<file path="config.mk">
export PLATFORM = sky130hd
export DESIGN_NAME = lsport_mem_adapter
export DESIGN_NICKNAME = d
export VERILOG_FILES = /design/src/rtl/lsp_pkg.sv /design/src/rtl/lsp_lane_align.sv /design/src/rtl/lsp_row_mem.sv /design/src/rtl/lsp_ctrl.sv /design/src/rtl/lsport_mem_adapter.sv
export SDC_FILE = /design/constraint.sdc
export NUM_CORES = 2
export LEC_CHECK = 0
export BUFFER_PORTS_ARGS = -buffer_cell sky130_fd_sc_hd__buf_2
export CAP_MARGIN = 20
export CORE_ASPECT_RATIO = 0.6
export CORE_UTILIZATION = 40
export DETAILED_ROUTE_END_ITERATION = 7
export SYNTH_ARGS = -nofsm -noshare
export SYNTH_HDL_FRONTEND = slang
export SYNTH_HIERARCHICAL = 1
export SYNTH_SLANG_ARGS = --single-unit
</file>
<file path="constraint.sdc">
create_clock -name clk -period 5.1 [get_ports clk]
set_input_delay 0.255 -clock clk [delete_from_list [all_inputs] [get_ports clk]]
set_output_delay 0.255 -clock clk [all_outputs]
set_load 0.01 [all_outputs]
</file>
<file path="src/rtl/lsp_pkg.sv">
package lsp_pkg;

    typedef enum logic [2:0] {
        ST_IDLE,
        ST_ADDR,
        ST_READ,
        ST_LDVAL,
        ST_WDATA,
        ST_FAULT,
        ST_HOLD
    } lsp_state_e;

endpackage

</file>
<file path="src/rtl/lsp_lane_align.sv">
module lsp_lane_align #(
    parameter int DATA_W = 64,
    parameter int LANES  = DATA_W / 8,
    parameter int OFS_W  = $clog2(LANES),
    parameter int LEN_W  = OFS_W + 1
) (
    input  logic [OFS_W-1:0]  ofs_i,
    input  logic [LEN_W-1:0]  len_i,
    input  logic [DATA_W-1:0] st_data_i,
    input  logic [DATA_W-1:0] rd_row_i,
    output logic [LANES-1:0]  be_o,
    output logic [DATA_W-1:0] wr_row_o,
    output logic [DATA_W-1:0] ld_data_o,
    output logic              fault_o
);
    localparam int SUM_W = LEN_W + 1;

    logic [SUM_W-1:0]  end_pos;
    logic              len_pow2;
    logic [DATA_W-1:0] shifted;

    assign end_pos  = SUM_W'(ofs_i) + SUM_W'(len_i);
    assign len_pow2 = (len_i != '0) && ((len_i & (len_i - 1'b1)) == '0)
                      && (len_i <= LEN_W'(LANES));
    assign fault_o  = !len_pow2 || (end_pos > SUM_W'(LANES));

    assign wr_row_o = st_data_i << {ofs_i, 3'b000};
    assign shifted  = rd_row_i >> {ofs_i, 3'b000};

    for (genvar i = 0; i < LANES; i++) begin : g_lane
        assign be_o[i] = (SUM_W'(i) >= SUM_W'(ofs_i)) && (SUM_W'(i) < end_pos);
        assign ld_data_o[8*i +: 8] = (SUM_W'(i) < SUM_W'(len_i)) ? shifted[8*i +: 8] : 8'h00;
    end

endmodule

</file>
<file path="src/rtl/lsp_row_mem.sv">
module lsp_row_mem #(
    parameter int DATA_W = 64,
    parameter int ROWS   = 16,
    parameter int LANES  = DATA_W / 8,
    parameter int ROW_W  = $clog2(ROWS)
) (
    input  logic              clk,
    input  logic              rst_n,
    input  logic              rd_en_i,
    input  logic              wr_en_i,
    input  logic [ROW_W-1:0]  row_i,
    input  logic [LANES-1:0]  be_i,
    input  logic [DATA_W-1:0] wr_row_i,
    output logic [DATA_W-1:0] rd_row_o
);
    logic [DATA_W-1:0] store_q [ROWS];

    for (genvar l = 0; l < LANES; l++) begin : g_wlane
        always_ff @(posedge clk) begin
            if (!rst_n) begin
                for (int r = 0; r < ROWS; r++) begin
                    store_q[r][8*l +: 8] <= 8'h00;
                end
            end else if (wr_en_i && be_i[l]) begin
                store_q[row_i][8*l +: 8] <= wr_row_i[8*l +: 8];
            end
        end
    end

    always_ff @(posedge clk) begin
        if (!rst_n) begin
            rd_row_o <= '0;
        end else if (rd_en_i) begin
            rd_row_o <= store_q[row_i];
        end
    end

endmodule

</file>
<file path="src/rtl/lsp_ctrl.sv">
module lsp_ctrl
    import lsp_pkg::*;
#(
    parameter int OFS_W = 3,
    parameter int LEN_W = 4,
    parameter int ROW_W = 4
) (
    input  logic             clk,
    input  logic             rst_n,
    input  logic             ld_req_i,
    input  logic             st_req_i,
    input  logic             addr_vld_i,
    input  logic             st_vld_i,
    input  logic             virt_i,
    input  logic [OFS_W-1:0] ofs_i,
    input  logic [LEN_W-1:0] len_i,
    input  logic [ROW_W-1:0] row_i,
    input  logic             fault_i,
    output logic             busy_o,
    output logic             addr_ack_o,
    output logic             ld_vld_o,
    output logic             exc_o,
    output logic             rd_en_o,
    output logic             wr_en_o,
    output logic             virt_o,
    output logic [OFS_W-1:0] ofs_o,
    output logic [LEN_W-1:0] len_o,
    output logic [ROW_W-1:0] row_o
);
    lsp_state_e state_q, state_d;
    logic       is_ld_q;
    logic       start;
    logic       released;

    assign start    = (ld_req_i || st_req_i) && addr_vld_i;
    assign released = !ld_req_i && !st_req_i && !addr_vld_i;

    // request capture
    always_ff @(posedge clk) begin
        if (!rst_n) begin
            is_ld_q <= 1'b0;
            virt_o  <= 1'b0;
            ofs_o   <= '0;
            len_o   <= '0;
            row_o   <= '0;
        end else if (state_q == ST_IDLE && start) begin
            is_ld_q <= ld_req_i;
            virt_o  <= virt_i;
            ofs_o   <= ofs_i;
            len_o   <= len_i;
            row_o   <= row_i;
        end
    end

    // next state
    always_comb begin
        state_d = state_q;
        unique case (state_q)
            ST_IDLE:  if (start) state_d = ST_ADDR;
            ST_ADDR: begin
                if (fault_i)       state_d = ST_FAULT;
                else if (is_ld_q)  state_d = ST_READ;
                else if (st_vld_i) state_d = ST_HOLD;
                else               state_d = ST_WDATA;
            end
            ST_READ:  state_d = ST_LDVAL;
            ST_LDVAL: state_d = ST_HOLD;
            ST_WDATA: if (st_vld_i) state_d = ST_HOLD;
            ST_FAULT: state_d = ST_HOLD;
            ST_HOLD:  if (released) state_d = ST_IDLE;
            default:  state_d = ST_IDLE;
        endcase
    end

    // state register
    always_ff @(posedge clk) begin
        if (!rst_n) state_q <= ST_IDLE;
        else        state_q <= state_d;
    end

    // outputs
    always_comb begin
        busy_o     = (state_q != ST_IDLE);
        addr_ack_o = (state_q == ST_ADDR);
        rd_en_o    = (state_q == ST_READ);
        ld_vld_o   = (state_q == ST_LDVAL);
        exc_o      = (state_q == ST_FAULT);
        wr_en_o    = st_vld_i && !is_ld_q && !fault_i &&
                     ((state_q == ST_ADDR) || (state_q == ST_WDATA));
    end


    ack_pulse_chk: assert property (@(posedge clk) disable iff (!rst_n)
        addr_ack_o |=> !addr_ack_o);


    exc_pulse_chk: assert property (@(posedge clk) disable iff (!rst_n)
        exc_o |=> !exc_o);


    exc_no_load_chk: assert property (@(posedge clk) disable iff (!rst_n)
        !(exc_o && ld_vld_o));


    ldvld_pulse_chk: assert property (@(posedge clk) disable iff (!rst_n)
        ld_vld_o |=> !ld_vld_o);


    ldvld_timing_chk: assert property (@(posedge clk) disable iff (!rst_n)
        ld_vld_o |-> $past(addr_ack_o, 2));


    busy_release_chk: assert property (@(posedge clk) disable iff (!rst_n)
        $fell(busy_o) |-> $past(released));


    virt_capture_chk: assert property (@(posedge clk) disable iff (!rst_n)
        addr_ack_o |-> (virt_o == $past(virt_i)));

endmodule

</file>
<file path="src/rtl/lsport_mem_adapter.sv">
module lsport_mem_adapter #(
    parameter int ADDR_W = 48,
    parameter int DATA_W = 64,
    parameter int ROWS   = 16
) (
    input  logic              clk,
    input  logic              rst_n,
    input  logic              ld_req_i,
    input  logic              st_req_i,
    input  logic [3:0]        len_i,
    input  logic              virt_i,
    input  logic [ADDR_W-1:0] addr_i,
    input  logic              addr_vld_i,
    input  logic [DATA_W-1:0] st_data_i,
    input  logic              st_vld_i,
    output logic              busy_o,
    output logic              addr_ack_o,
    output logic [DATA_W-1:0] ld_data_o,
    output logic              ld_vld_o,
    output logic              exc_o,
    output logic              virt_o
);
    localparam int LANES = DATA_W / 8;
    localparam int OFS_W = $clog2(LANES);
    localparam int LEN_W = OFS_W + 1;
    localparam int ROW_W = $clog2(ROWS);

    logic [OFS_W-1:0]  ofs_q;
    logic [LEN_W-1:0]  len_q;
    logic [ROW_W-1:0]  row_q;
    logic              fault;
    logic              rd_en, wr_en;
    logic [LANES-1:0]  be;
    logic [DATA_W-1:0] wr_row, rd_row, aligned;

    lsp_ctrl #(.OFS_W(OFS_W), .LEN_W(LEN_W), .ROW_W(ROW_W)) u_ctrl (
        .clk        (clk),
        .rst_n      (rst_n),
        .ld_req_i   (ld_req_i),
        .st_req_i   (st_req_i),
        .addr_vld_i (addr_vld_i),
        .st_vld_i   (st_vld_i),
        .virt_i     (virt_i),
        .ofs_i      (addr_i[OFS_W-1:0]),
        .len_i      (LEN_W'(len_i)),
        .row_i      (addr_i[OFS_W +: ROW_W]),
        .fault_i    (fault),
        .busy_o     (busy_o),
        .addr_ack_o (addr_ack_o),
        .ld_vld_o   (ld_vld_o),
        .exc_o      (exc_o),
        .rd_en_o    (rd_en),
        .wr_en_o    (wr_en),
        .virt_o     (virt_o),
        .ofs_o      (ofs_q),
        .len_o      (len_q),
        .row_o      (row_q)
    );

    lsp_lane_align #(.DATA_W(DATA_W), .LANES(LANES), .OFS_W(OFS_W), .LEN_W(LEN_W)) u_align (
        .ofs_i     (ofs_q),
        .len_i     (len_q),
        .st_data_i (st_data_i),
        .rd_row_i  (rd_row),
        .be_o      (be),
        .wr_row_o  (wr_row),
        .ld_data_o (aligned),
        .fault_o   (fault)
    );

    lsp_row_mem #(.DATA_W(DATA_W), .ROWS(ROWS), .LANES(LANES), .ROW_W(ROW_W)) u_mem (
        .clk      (clk),
        .rst_n    (rst_n),
        .rd_en_i  (rd_en),
        .wr_en_i  (wr_en),
        .row_i    (row_q),
        .be_i     (be),
        .wr_row_i (wr_row),
        .rd_row_o (rd_row)
    );

    assign ld_data_o = ld_vld_o ? aligned : '0;

endmodule

</file>
==> metrics list <==
- Final period demand of the worst path: 4.70 ns
- For this run, design rule violations remaining after detail routing come to 0.
- Net switching fraction of the power: 32.0%
* Area of the core: 137000 um^2
- Kind of capture point of the worst setup path: flip-flop
* Count of synthesis-stage warnings from yosys: 6
- Initial antenna violation count: 8
- The signal on the critical path passes through fa_1, nor3_1, o221ai_1, nor2_1, and4b_1, buf_4, nand3_1, buf_4, and2b_1, nand2b_1.
- Status: complete, no violations
- The path with the worst hold slack has its endpoint at u_mem/store_q[5][61]$_SDFFE_PN0P_.
- Cell area after synthesis: 55600 um^2
- The die is 483 um wide.
* Die Y: 291 um
- GRT overflow: 0
- Detailed placement ended at an HPWL of 130 mm.
- Vias: 46200
- Input and output buffers added on the ports amount to 150.
- Timing analysis after detailed placement gives a worst setup slack of 0.619 ns.
* Main combinational cell family by area after synthesis: simple AND/OR/NAND/NOR gates
- Timing would allow up to 213 MHz.
* Final wirelength: 199 mm
- Final standard cell utilization of the core: 44.6%
- After synthesis the netlist holds a flip-flop and latch count of 1104.
* Worst setup slack after layout: 0.405 ns
* Largest net degree at the start of global routing: 203
* Fin. max-slew vios: 0
* Worst supply voltage drop on vdd: 0.252 mV
- At the pin with the least slew margin, the transition time is 1.09 ns.
- Wire length of the first global-routing pass: 291 mm
- Summing the areas of all compound-gate instances in the mapped netlist gives 17.1% of the synthesized area.
* Launching point of the worst reg2reg path: u_ctrl/len_o[1]$_SDFFE_PN0P_
- Number of sinks handled by clock tree synthesis: 1104
- Iteration-0 DRC count of the detailed router: 5571
* Top cell types by occurrence after synthesis: sky130_fd_sc_hd__nand2_1, sky130_fd_sc_hd__dfxtp_1, sky130_fd_sc_hd__a21boi_0
- Library cell occupying the most area in the post-synthesis netlist: sky130_fd_sc_hd__dfxtp_1
- Per report_power, the combinational group accounts for 19.0% of the total.
- In this run the power density over the cells is 356 nW/um^2.
- Biggest area contributors in the synthesized netlist: sky130_fd_sc_hd__dfxtp_1, sky130_fd_sc_hd__edfxtp_1, sky130_fd_sc_hd__mux2i_1, sky130_fd_sc_hd__a21boi_0, sky130_fd_sc_hd__nand2_1
- Wirelength per Cell: 25.9 um
- After synthesis, the largest area contributor takes up 27.4% of total cell area.
- Sequential-to-total area share from yosys stat: 45.9%
- The final layout contains 5921 nets.
- Required @ worst endpoint: 5.47 ns
- Post-synthesis share of cell area spent on and, or, nand and nor gates: 18.5%
- For this run, the leading register cell type out of synthesis is sky130_fd_sc_hd__dfxtp_1.
- In this run the worst hold path is classified as in2reg.
- Of all flip-flops after synthesis, the portion carrying an async set or reset was 0%.
- Summed over all failing endpoints, the final setup total negative slack is 0 ns.
- The clock reaches the later pin of the worst-skew pair after 0.77 ns.
- Each instance of the synthesized netlist takes up on average 9.44 um^2.
- The critical path contains buffers and inverters numbering 2 combined.
- The analysis attributes to cell leakage a power of 0.0199 uW.
- The setup check on the worst reg-to-reg path leaves a slack of 0.40 ns.
- Seq pwr share: 44.3%
- Iteration count of the initial detailed-routing pass: 6
- H-Tree Level Count: 3
* Reg clk slew, reported paths: 0.07 ns
- Worst max-slew margin expressed relative to the limit: 27.1%
* Row count: 105
* Number of primary I/O pins: 192
- Family of cells with the greatest summed delay on the critical path: simple AND/OR/NAND/NOR gates
* Worst EP arrival: 5.06 ns
* Max-capacitance violation count: 0
- Die area: 141000 um^2
* Critical-path top delay cell: sky130_fd_sc_hd__dfxtp_1
- Internal power comes to 14800 uW.
* Critical setup path kind: reg2reg
- The clock network burns 36.8% of the power.
- By instance count, the cell type seen most on the critical path is sky130_fd_sc_hd__buf_4.
- The number of global-route vias before repair was 42800.
- In the routed layout, each cell is associated on average with a via count of 6.00.
- In this run the remaining antenna-violating nets after routing total 0.
- The clock passes through at most 3 buffers.
* Initial core utilization: 40.5%
- Reg2reg path depth: 10
* Share of cell area taken by muxes after synthesis: 12.8%
- The cell count after synthesis came out at 5891.
- The worst setup path is launched from a flip-flop.
- After Yosys synthesis, XOR and XNOR cells account for 0.0315% of the synthesized area.
- Final setup violation count: 0
- By instance count, the leading cell after synthesis is sky130_fd_sc_hd__nand2_1.
- The finished cells cover 61200 um^2.
- Once placement finished, the instance area stood at 57600 um^2.
- Across every metal layer, demand over resource in global routing totals 27.4%.
* Maximum cell stage delay along the critical path: 0.69 ns
- Counting every net in the synthesized netlist gives 6018.
* Fin. Hold Viols: 0
- After layout, the worst path uses 92.1% of the clock period.
- Share of synthesized cell area in full adder, half adder and majority cells: 0.103%
- The worst register-to-register path ends at u_mem/store_q[1][1]$_SDFFCE_PN0P_.
- Setup repair after global routing left no endpoint under its margin.
- The startpoint identified for the worst hold timing path is rst_n.
- Clock skew on the completed layout was measured at 0.0311 ns.
- At the end of routability-driven placement, the weighted congestion stood at 0.927.
- The post-route netlist has 13.3% of its cells at a drive strength greater than 1.
- Area added between synthesis and finish: 10.0%
- Hold timing on the final database bottoms out at a slack of 0.0661 ns.
- The analysis attributes to net switching a power of 6990 uW.
* Number of instances on the worst hold path: 2
- In this run, CTS created clock tree buffers numbering 101.
* Root Buffer Master: sky130_fd_sc_hd__clkbuf_16
- Distinct cells, synth: 73
* Max FO, Critical Path: 26
* Number of enable-type register cells in the synthesized netlist: 344
- TritonCTS built the clock tree.
[cells by family (layout without fill, tap and decap cells)]
group,count (synthesis),after routing
muxes,621,621
DFF,1104,1104
other,0,6
xor gates and xnor gates,2,2
buffers and inverters,598,584
AOI/OAI and AO/OA,1423,1423
and+or+nand+nor,2139,2139
adders and majority gates,4,4
[area by class of cell]
class | instances | area (um^2)
diodes | 6 | 15.0
clock buffers | 143 | 2840
clock inverters | 43 | 567
fillers | 13000 | 76100
inverters | 7 | 26.3
multi-input cells | 4189 | 27100
flip-flops and latches | 1104 | 25600
well taps | 1819 | 2280
repair buffers | 391 | 2770
[per-layer routing]
layer	track usage (%)	up-vias	routed length [um]
met3	6.93	323	20500
met1	40.4	22900	90500
li1	-	20800	-
met5	0	-	23
met2	37.6	2199	80200
met4	11.1	4	8230
[placed cells by master, fill, tap and decap left out, types with 53 or more instances in the layout]
cell | netlist | layout
sky130_fd_sc_hd__mux2_2 | 53 | 53
sky130_fd_sc_hd__o22ai_1 | 176 | 170
sky130_fd_sc_hd__dfxtp_1 | 760 | 753
sky130_fd_sc_hd__buf_2 | 111 | 149
sky130_fd_sc_hd__buf_4 | 45 | 214
sky130_fd_sc_hd__mux4_2 | 66 | 66
sky130_fd_sc_hd__nand2_1 | 857 | 857
sky130_fd_sc_hd__a21boi_0 | 566 | 566
sky130_fd_sc_hd__and2_1 | 235 | 234
sky130_fd_sc_hd__and3_1 | 143 | 136
sky130_fd_sc_hd__a21boi_1 | 117 | 117
sky130_fd_sc_hd__edfxtp_1 | 344 | 344
sky130_fd_sc_hd__nor2_1 | 195 | 194
sky130_fd_sc_hd__clkbuf_16 | 0 | 102
sky130_fd_sc_hd__mux2i_1 | 502 | 500
sky130_fd_sc_hd__o21ai_0 | 319 | 313
sky130_fd_sc_hd__a31oi_1 | 65 | 65
sky130_fd_sc_hd__nand3_1 | 553 | 553
sky130_fd_sc_hd__and2_2 | 64 | 65
[state kept, by name, summed over array words and instances (netlist names)]
| name | flops |
|---|---|
| u_mem/store_q | 1024 |
| u_mem/rd_row_o | 64 |
| u_ctrl/len_o | 4 |
| u_ctrl/row_o | 4 |
| u_ctrl/ofs_o | 3 |
| u_ctrl/state_q | 3 |
| u_ctrl/is_ld_q | 1 |
| u_ctrl/virt_o | 1 |
[what timing repair did]
action / 4_1_cts / 5_1_grt
endpoints found under the hold margin: 13 / 0
setup buffers: 0 / 0
hold buffers: 13 / 0
setup endpoints to repair: 0 / 0
resized for setup: 0 / 0
[power groups by stage]
stage,logic (uW),clock network (uW),registers [uW]
2_1_floorplan,2600,0,9540
3_5_place_dp,3980,0,9830
5_1_grt,4250,8470,9650
6_report,4140,8020,9660
4_1_cts,3990,8090,9630
3_3_place_gp,3950,0,9820
[worst max path at each step]
stage                                      start                            endpoint  slack (ns)  depth (start not counted)
finish              u_ctrl/len_o[1]$_SDFFE_PN0P_   u_mem/store_q[1][1]$_SDFFCE_PN0P_        0.40                         10
global route        u_ctrl/ofs_o[0]$_SDFFE_PN0P_   u_mem/store_q[1][1]$_SDFFCE_PN0P_        0.41                         12
CTS                 u_ctrl/len_o[1]$_SDFFE_PN0P_   u_mem/store_q[1][1]$_SDFFCE_PN0P_        0.60                         10
detailed placement  u_ctrl/len_o[1]$_SDFFE_PN0P_   u_mem/store_q[1][1]$_SDFFCE_PN0P_        0.62                         10
global placement    u_ctrl/len_o[1]$_SDFFE_PN0P_   u_mem/store_q[1][1]$_SDFFCE_PN0P_        0.73                         10
floorplan           u_ctrl/len_o[0]$_SDFFE_PN0P_  u_mem/store_q[0][32]$_SDFFCE_PN0P_        1.62                         11
[metrics by stage]
stage | cells | total power [uW]
floorplan | 5891 | 12100
global placement | 7493 | 13800
detailed placement | 7496 | 13800
CTS | 7695 | 21700
global route | 7698 | 22400
finish | 7702 | 21800
(Power assumes the default switching activity.)
